`src/rtl/mbus_pkg.sv`:
```
package mbus_pkg;

  typedef enum logic [2:0] {
    K_FETCH = 3'd0,
    K_MRD   = 3'd1,
    K_MWR   = 3'd2,
    K_IORD  = 3'd3,
    K_IOWR  = 3'd4
  } kind_e;

  typedef enum logic [2:0] {
    TS_IDLE = 3'd0,
    TS_T1   = 3'd1,
    TS_T2   = 3'd2,
    TS_T3   = 3'd3,
    TS_T4   = 3'd4
  } ts_e;

  typedef struct packed {
    logic io_m;
    logic s1;
    logic s0;
  } stat_t;

  function automatic logic kind_ok(logic [2:0] code);
    return code <= 3'd4;
  endfunction

  function automatic stat_t status_of(kind_e k);
    stat_t st;
    case (k)
      K_FETCH: st = '{io_m: 1'b0, s1: 1'b1, s0: 1'b1};
      K_MRD:   st = '{io_m: 1'b0, s1: 1'b1, s0: 1'b0};
      K_MWR:   st = '{io_m: 1'b0, s1: 1'b0, s0: 1'b1};
      K_IORD:  st = '{io_m: 1'b1, s1: 1'b1, s0: 1'b0};
      K_IOWR:  st = '{io_m: 1'b1, s1: 1'b0, s0: 1'b1};
      default: st = '0;
    endcase
    return st;
  endfunction

  function automatic logic is_read(kind_e k);
    return (k == K_FETCH) || (k == K_MRD) || (k == K_IORD);
  endfunction

  function automatic logic is_write(kind_e k);
    return (k == K_MWR) || (k == K_IOWR);
  endfunction

  function automatic logic has_t4(kind_e k);
    return k == K_FETCH;
  endfunction

endpackage

```
`src/rtl/mbus_tstate_fsm.sv`:
```
module mbus_tstate_fsm
  import mbus_pkg::*;
#(
  parameter int AW = 16,
  parameter int DW = 8
) (
  input  logic          clk,
  input  logic          rst_n,
  input  logic          req_valid,
  input  logic [2:0]    req_kind,
  input  logic [AW-1:0] req_addr,
  input  logic [DW-1:0] req_wdata,
  input  logic [DW-1:0] ad_in,
  output ts_e           t_state,
  output kind_e         kind_q,
  output logic [AW-1:0] addr_q,
  output logic [DW-1:0] wdata_q,
  output logic          req_ready,
  output logic          accept,
  output logic          last_t,
  output logic          done,
  output logic [DW-1:0] rdata
);

  ts_e  state_q, state_d;
  logic in_t3;

  assign in_t3     = (state_q == TS_T3);
  assign last_t    = (in_t3 && !has_t4(kind_q)) || (state_q == TS_T4);
  assign req_ready = (state_q == TS_IDLE) || last_t;
  assign accept    = req_valid && req_ready && kind_ok(req_kind);
  assign t_state   = state_q;

  always_comb begin
    state_d = state_q;
    if (accept) begin
      state_d = TS_T1;
    end else begin
      case (state_q)
        TS_T1:   state_d = TS_T2;
        TS_T2:   state_d = TS_T3;
        TS_T3:   state_d = has_t4(kind_q) ? TS_T4 : TS_IDLE;
        TS_T4:   state_d = TS_IDLE;
        default: state_d = TS_IDLE;
      endcase
    end
  end

  always_ff @(posedge clk) begin
    if (!rst_n) begin
      state_q <= TS_IDLE;
      kind_q  <= K_FETCH;
      addr_q  <= '0;
      wdata_q <= '0;
      done    <= 1'b0;
      rdata   <= '0;
    end else begin
      state_q <= state_d;
      done    <= in_t3;
      if (accept) begin
        kind_q  <= kind_e'(req_kind);
        addr_q  <= req_addr;
        wdata_q <= req_wdata;
      end
      if (in_t3 && is_read(kind_q)) begin
        rdata <= ad_in;
      end
    end
  end

endmodule

```
`src/rtl/mbus_pin_gen.sv`:
```
module mbus_pin_gen
  import mbus_pkg::*;
#(
  parameter int AW = 16,
  parameter int DW = 8,
  localparam int HI_W = AW - DW
) (
  input  ts_e           t_state,
  input  kind_e         kind_q,
  input  logic [AW-1:0] addr_q,
  input  logic [DW-1:0] wdata_q,
  output logic [HI_W-1:0] addr_hi,
  output logic [DW-1:0] ad_out,
  output logic          ad_oe,
  output logic          ale,
  output logic          io_m,
  output logic          s1,
  output logic          s0,
  output logic          rd_n,
  output logic          wr_n
);

  logic  in_cycle, in_t1, strobe_win, rd_act, wr_act;
  stat_t st;

  assign in_cycle   = (t_state != TS_IDLE);
  assign in_t1      = (t_state == TS_T1);
  assign strobe_win = (t_state == TS_T2) || (t_state == TS_T3);
  assign rd_act     = strobe_win && is_read(kind_q);
  assign wr_act     = strobe_win && is_write(kind_q);
  assign st         = in_cycle ? status_of(kind_q) : '0;

  always_comb begin
    ale     = in_t1;
    io_m    = st.io_m;
    s1      = st.s1;
    s0      = st.s0;
    rd_n    = !rd_act;
    wr_n    = !wr_act;
    addr_hi = in_cycle ? addr_q[AW-1:DW] : '0;
    ad_oe   = in_t1 || wr_act;
    if (in_t1)       ad_out = addr_q[DW-1:0];
    else if (wr_act) ad_out = wdata_q;
    else             ad_out = '0;
  end

endmodule

```
`src/rtl/mbus_addr_demux.sv`:
```
module mbus_addr_demux #(
  parameter int AW      = 16,
  parameter int DW      = 8,
  parameter int DEV_AW  = 10,
  parameter int CS_BASE = 8,
  localparam int HI_W   = AW - DW,
  localparam int CS_W   = AW - DEV_AW
) (
  input  logic              clk,
  input  logic              rst_n,
  input  logic              ale,
  input  logic [DW-1:0]     ad_out,
  input  logic [HI_W-1:0]   addr_hi,
  input  logic              io_m,
  input  logic              rd_n,
  input  logic              wr_n,
  output logic              dev_cs,
  output logic [DEV_AW-1:0] dev_addr
);

  logic [DW-1:0] lo_q;

  always_ff @(posedge clk) begin
    if (!rst_n)   lo_q <= '0;
    else if (ale) lo_q <= ad_out;
  end

  generate
    if (DEV_AW > DW) begin : g_wide
      assign dev_addr = {addr_hi[DEV_AW-DW-1:0], lo_q};
    end else begin : g_narrow
      assign dev_addr = lo_q[DEV_AW-1:0];
    end
  endgenerate

  assign dev_cs = !io_m && (!rd_n || !wr_n) &&
                  (addr_hi[HI_W-1 -: CS_W] == CS_W'(CS_BASE));

endmodule

```
`src/rtl/mbus_cycle_seq.sv`:
```
module mbus_cycle_seq
  import mbus_pkg::*;
#(
  parameter int AW      = 16,
  parameter int DW      = 8,
  parameter int DEV_AW  = 10,
  parameter int CS_BASE = 8
) (
  input  logic              clk,
  input  logic              rst_n,
  input  logic              req_valid,
  input  logic [2:0]        req_kind,
  input  logic [AW-1:0]     req_addr,
  input  logic [DW-1:0]     req_wdata,
  output logic              req_ready,
  output logic [AW-DW-1:0]  addr_hi,
  output logic [DW-1:0]     ad_out,
  output logic              ad_oe,
  input  logic [DW-1:0]     ad_in,
  output logic              ale,
  output logic              io_m,
  output logic              s1,
  output logic              s0,
  output logic              rd_n,
  output logic              wr_n,
  output logic              done,
  output logic [DW-1:0]     rdata,
  output logic              dev_cs,
  output logic [DEV_AW-1:0] dev_addr
);

  ts_e           t_state;
  kind_e         kind_q;
  logic [AW-1:0] addr_q;
  logic [DW-1:0] wdata_q;
  logic          accept;
  logic          last_t;

  mbus_tstate_fsm #(.AW(AW), .DW(DW)) i_fsm (
    .clk       (clk),
    .rst_n     (rst_n),
    .req_valid (req_valid),
    .req_kind  (req_kind),
    .req_addr  (req_addr),
    .req_wdata (req_wdata),
    .ad_in     (ad_in),
    .t_state   (t_state),
    .kind_q    (kind_q),
    .addr_q    (addr_q),
    .wdata_q   (wdata_q),
    .req_ready (req_ready),
    .accept    (accept),
    .last_t    (last_t),
    .done      (done),
    .rdata     (rdata)
  );

  mbus_pin_gen #(.AW(AW), .DW(DW)) i_pins (
    .t_state (t_state),
    .kind_q  (kind_q),
    .addr_q  (addr_q),
    .wdata_q (wdata_q),
    .addr_hi (addr_hi),
    .ad_out  (ad_out),
    .ad_oe   (ad_oe),
    .ale     (ale),
    .io_m    (io_m),
    .s1      (s1),
    .s0      (s0),
    .rd_n    (rd_n),
    .wr_n    (wr_n)
  );

  mbus_addr_demux #(.AW(AW), .DW(DW), .DEV_AW(DEV_AW), .CS_BASE(CS_BASE)) i_demux (
    .clk      (clk),
    .rst_n    (rst_n),
    .ale      (ale),
    .ad_out   (ad_out),
    .addr_hi  (addr_hi),
    .io_m     (io_m),
    .rd_n     (rd_n),
    .wr_n     (wr_n),
    .dev_cs   (dev_cs),
    .dev_addr (dev_addr)
  );

endmodule

```
`config.mk`:
```
export PLATFORM = sky130hd
export DESIGN_NAME = mbus_cycle_seq
export DESIGN_NICKNAME = d
export VERILOG_FILES = /design/src/rtl/mbus_pkg.sv /design/src/rtl/mbus_tstate_fsm.sv /design/src/rtl/mbus_pin_gen.sv /design/src/rtl/mbus_addr_demux.sv /design/src/rtl/mbus_cycle_seq.sv
export SDC_FILE = /design/constraint.sdc
export NUM_CORES = 1
export LEC_CHECK = 0
export ABC_CLOCK_PERIOD_IN_PS = 1800
export BUFFER_PORTS_ARGS = -buffer_cell sky130_fd_sc_hd__clkbuf_2
export CAP_MARGIN = 10
export CORE_MARGIN = 2
export CORE_UTILIZATION = 50
export CTS_BUF_LIST = sky130_fd_sc_hd__clkbuf_2 sky130_fd_sc_hd__clkbuf_4 sky130_fd_sc_hd__clkbuf_8
export DETAILED_ROUTE_END_ITERATION = 8
export MAX_ROUTING_LAYER = met4
export PLACE_DENSITY = 0.88
export SYNTH_ARGS = -nofsm -noshare
export SYNTH_HDL_FRONTEND = slang
export SYNTH_SLANG_ARGS = --single-unit
export TNS_END_PERCENT = 100
```
`constraint.sdc`:
```
create_clock -name clk -period 1.8 [get_ports clk]
set_input_delay 0.36 -clock clk [delete_from_list [all_inputs] [get_ports clk]]
set_output_delay 0.36 -clock clk [all_outputs]
set_load 0.01 [all_outputs]
```
== Word level (Yosys, flattened, before mapping) ==
Cells that the tools add are included.

* Output and inout port bits: 44
* Logic and storage cells: 51
* Bits of input ports: 38
* Register bits: 47

* Equality and inequality tests: 9
* Reductions and logical operators: 24
* Bitwise logic cells: 1
* Muxes and demuxes: 8
* Magnitude comparators: 1

{| class="wikitable"
|+ Operator list
! kind !! number
|-
| two-way mux 8 bit || 3
|-
| case mux 3 bit (5 select lines) || 1
|-
| equality test 3 x 2 -> 1 bit (second input constant) || 4
|-
| case mux 3 bit (3 select lines) || 1
|-
| logical AND 1 bit || 8
|-
| logical OR 1 bit || 8
|-
| equality test 3 x 1 -> 1 bit (second input constant) || 2
|-
| equality test 3 bit (second input constant) || 2
|-
| equality test 6 x 4 -> 1 bit (second input constant) || 1
|-
| logical NOT 3 bit || 2
|-
| two-way mux 3 bit || 2
|-
| logical NOT 1 bit || 4
|-
| <= comparator 3 bit (second input constant) || 1
|-
| nonzero test 3 bit || 1
|-
| OR reduction 2 bit || 1
|-
| two-way mux 1 bit || 1
|-
| NOT 1 bit || 1
|}

== Logic depth before layout (Yosys ltp) ==
* Word-level depth: 8
* Depth in mapped cells: 7
* Mapped depth without buffers: 5

== By module ==
From an unflattened synthesis, not the netlist that was laid out.

* Cells, all modules: 229
* Area total of the unflattened synthesis: 2222.1 µm²

{| class="wikitable"
|+ Modules (own cells, without submodules)
! module !! instances !! seq. area each (µm²) !! area each (µm²) !! cells an instance
|-
| mbus_tstate_fsm || 1 || 780.7 || 1640.3 || 168
|-
| mbus_addr_demux || 1 || 160.2 || 339.1 || 31
|-
| mbus_pin_gen || 1 || 0.0 || 242.7 || 30
|}

== Least setup slack after synthesis ==
Ideal clock, no wire load.

* Path kind: register to output
* Start: register i_fsm.state_q[1], in the netlist i_fsm.t_state[1]
* End: output ad_oe
* Data arrival time: 1.305 ns
* Stages on the path, launching flop included: 5
* Path slack: 0.135 ns
* Buffers on the path: 0
* Data required time: 1.440 ns
* Cell sequence: dfxtp_1 > or2b_1 > nor3_2 > inv_1 > nand2_1

* Longest elaborated chain between the ends: 4
* Elaborated cells between the ends (all ways): 6
* Classes of those cells: eq/ne: 3; reduce/logical: 3

{| class="wikitable"
|+ Ends and longest elaborated chain
! what !! RTL line !! RTL
|-
| start, declared || mbus_tstate_fsm.sv:25 || <nowiki>ts_e state_q, state_d;</nowiki>
|-
| start signal, assigned || mbus_tstate_fsm.sv:58 || <nowiki>state_q <= state_d;</nowiki>
|-
| equality test 3 x 2 -> 1 bit || mbus_pin_gen.sv:28 || <nowiki>assign strobe_win = (t_state == TS_T2) || (t_state == TS_T3);</nowiki>
|-
| logical OR 1 bit || mbus_pin_gen.sv:28 ||
|-
| logical AND 1 bit || mbus_pin_gen.sv:30 || <nowiki>assign wr_act = strobe_win && is_write(kind_q);</nowiki>
|-
| logical OR 1 bit * || mbus_pin_gen.sv:41 || <nowiki>ad_oe = in_t1 || wr_act;</nowiki>
|-
| end, declared || mbus_cycle_seq.sv:18 || <nowiki>output logic ad_oe,</nowiki>
|}

Mark *: on every way between the ends. The rest lies on a longest branch, timed or not.

== Worst setup path in the final report ==
* Start: register i_fsm.state_q[2], in the netlist i_fsm.t_state[2]
* End: output ad_out[5]

* Longest elaborated chain between the ends: 5
* Elaborated cells between the ends (all ways): 7
* Classes of those cells: eq/ne: 3; mux: 2; reduce/logical: 2

{| class="wikitable"
|+ Ends and longest elaborated chain
! what !! RTL line !! RTL
|-
| equality test 3 x 2 -> 1 bit || mbus_pin_gen.sv:28 ||
|-
| logical OR 1 bit || mbus_pin_gen.sv:28 ||
|-
| logical AND 1 bit || mbus_pin_gen.sv:30 ||
|-
| two-way mux 8 bit || mbus_pin_gen.sv:43 || <nowiki>else if (wr_act) ad_out = wdata_q;</nowiki>
|-
| two-way mux 8 bit * || mbus_pin_gen.sv:42 || <nowiki>if (in_t1) ad_out = addr_q[DW-1:0];</nowiki>
|-
| end, declared || mbus_cycle_seq.sv:17 || <nowiki>output logic [DW-1:0] ad_out,</nowiki>
|}

Marks and branches as above.

==> results by group <==
STA
  • Hold_ws: 280 ps
  • Worst slew pin tran: 504 ps
  • Fmax: 535 MHz
  • Final Setup Violations: 10
  • Final hold vios: 0
  • Fin. max-slew vios: 0
  • Final critical-path required period: 1870 ps
  • Final WS setup: -69.7 ps
  • Clock Skews: 6.28 ps
  • RSZ-0062 raised after global routing: yes
  • Final period utilization: 104%
  • Worst slew margin: 66.3%

Yosys
  • Leading area contributor after synthesis: dfxtp_1
  • Post-synthesis cell count: 244
  • Fraction of the yosys area taken by sequential cells: 45.0%
  • Post-synthesis register bit count: 47
  • Mapped cell area: 0.00209 mm^2
  • Top cell type's share of synthesized area: 45.0%
  • Yosys warning count: 0
  • Post-synth top flop: dfxtp_1
  • Post-synth ARST share: 0%
  • Dominant cells by area after synthesis: dfxtp_1 45%, mux2i_1 17%, nand2_1 16%
  • Top-count cell post-synth: nand2_1
  • Number of flops mapped to enable cells by yosys: 0
  • Syn nets: 282
  • Avg Inst Size Synth: 8.56 um^2
  • Top cells by count, synth: 89 x nand2_1, 47 x dfxtp_1, 35 x mux2i_1
  • Netlist cell types: 25

Final layout
  • ANT cells: 0
  • Final core occ: 68.6%
  • Finished Layout Cells: 378
  • Share of cells above drive strength 1: 35.7%
  • Area Growth Syn to Fin: 31.3%
  • Nets@finish: 365

GRT
  • Largest net degree at the start of global routing: 36
  • All-layer global routing usage: 21.5%
  • Number of global-route vias before repair: 1696
  • First-pass GRT wire length: 7.21 mm
  • Initial antenna violation count: 0
  • Grt ovf: 0

Routing
  • Vias per inst: 4.96
  • DRT met1 WL: 2.07 mm
  • First DRT Iteration DRCs: 82
  • Post-DRT Antenna Nets: 0
  • Drt first pass iters: 4
  • Met2 wire len: 2.43 mm
  • Final wirelength: 4.80 mm
  • Drt drc: 0
  • DR WL/cell: 12.7 um
  • Met3 WL: 238 um
  • Via count: 1873
  • Highest metal used: met4

Floorplan
  • Initial core utilization: 52.2%
  • Core area: 0.00400 mm^2
  • FP Rows: 23
  • # IOs: 82
  • Die H: 68.6 um
  • Die area: 0.00471 mm^2
  • Die W: 68.6 um

Placed design
  • I/O Buffers: 81
  • HPWL Detailed: 3.49 mm
  • Number of cells after detailed placement: 368
  • Pre-CTS setup slack: 206 ps
  • GP Congestion: 0.804

Hold path
  • Worst-case hold path end point: i_fsm.addr_q[2]
  • Hold Path Stages: 3
  • Hold Path Class: in2reg
  • Hold path startpoint: req_addr[2]

Critical path
  • CP Launch Type: flip-flop
  • Critical path fanouts, max: 9
  • CP Capture Type: output port
  • Data required time of the worst path: 1440 ps
  • R2R cell count: 5
  • Worst reg-to-reg setup slack: 290 ps
  • Crit path DAT: 1510 ps
  • Worst R2R Start: i_fsm.t_state[2]
  • RR Endpoint: i_fsm.addr_q[12]
  • CP Class: reg2out

CTS
  • Clk sinks: 47
  • CTS tree: done
  • TritonCTS Buffers: 5
  • H-tree level count: 2
  • Clock Latency Late Sink: 300 ps
  • Bufs on Longest Clock Path: 2
  • Clk root buf: clkbuf_8
  • Worst-path clk slew: 90 ps

Run status
  • Failing checks: negative setup slack
  • Status: finished with violations

Power
  • Leak: 1.27 nW
  • Worst vdd ir: 0.573 mV
  • Power Dens Cells: 941 mW/mm^2

Flow run
  • Max Cap Viol: 0
==> worst max-delay path: stages (launching register included) <==
cell,delay [ps]
dfxtp_2,350
or2b_4,280
nor3_4,130
buf_6,160
nand2_1,80
nand2_1,70
clkbuf_2,130
==> how the worst max path moves through the flow <==
stage | depth (start not counted) | from | to
finish | 6 | i_fsm.t_state[2] | ad_out[5]
global route | 6 | i_fsm.t_state[2] | ad_out[2]
CTS | 6 | i_fsm.t_state[2] | ad_out[5]
detailed placement | 6 | i_fsm.kind_q[1] | ad_out[3]
global placement | 5 | i_fsm.t_state[0] | dev_cs
floorplan | 4 | i_fsm.t_state[1] | ad_oe
==> per-layer routing <==
metal	global-route usage, %	vias to the layer above
met5	-	-
met4	8.75	0
met3	6.33	9
met2	36.4	53
met1	23.5	853
li1	-	958
==> kinds of logic after synthesis <==
| logic type | Yosys count | share of synthesized area [%] |
|---|---|---|
| flip-flops | 47 | 45.0 |
| multiplexers | 35 | 16.8 |
| AND/OR/NAND/NOR | 126 | 26.6 |
| buffers and inverters | 20 | 6.65 |
| XOR/XNOR | 2 | 0.838 |
| AO/OA/AOI/OAI | 14 | 4.07 |
==> where the power goes <==
group,leakage [nW],switching [mW],total [mW],internal [mW]
logic,0.812,0.259,0.513,0.255
registers,0.385,0.0478,1.15,1.10
clock network,0.0688,0.346,0.916,0.570
==> timing repair <==
action	4_1_cts	5_1_grt
hold buffers	0	0
gates resized for setup	8	5
setup endpoints to repair	13	23
setup buffers	2	0
==> flip-flops by register name, indices dropped and copies added (netlist names) <==
signal and count:
i_demux.lo_q 8, i_fsm.addr_q 16, i_fsm.done 1, i_fsm.kind_q 3, i_fsm.rdata 8, i_fsm.t_state 3
i_fsm.wdata_q 8
==> layout make-up <==
cell class	count	area, um^2
sequential	47	950
clock buffer	6	76.3
clock inverter	2	60.1
inverter	3	12.5
timing repair buffer	93	549
tap	50	62.6
fill	349	1260
multi-input combinational	177	1030
==> cells in the final DEF, fill, tap and decap left out, drive strengths merged, types with 2 or more instances in the layout <==
cell type,netlist,routed
a211oi,2,2
a21oi,9,9
and4,2,2
buf,9,12
bufinv,0,2
clkbuf,8,87
clkinv,2,2
dfxtp,47,47
mux2i,35,35
nand2,89,89
nor2,15,15
nor2b,9,9
nor3,7,7
xnor2,2,2
==> per-stage QoR <==
| stage | total power [mW] | instance area, um^2 | setup TNS [ps] |
|---|---|---|---|
| 2_1_floorplan | 1.47 | 2090 | 0 |
| 3_3_place_gp | 1.60 | 2530 | 0 |
| 3_5_place_dp | 1.62 | 2530 | 0 |
| 4_1_cts | 2.59 | 2720 | -380 |
| 5_1_grt | 2.70 | 2740 | -1040 |
| 6_report | 2.58 | 2740 | -322 |
Power figures use the tool's default switching activity.
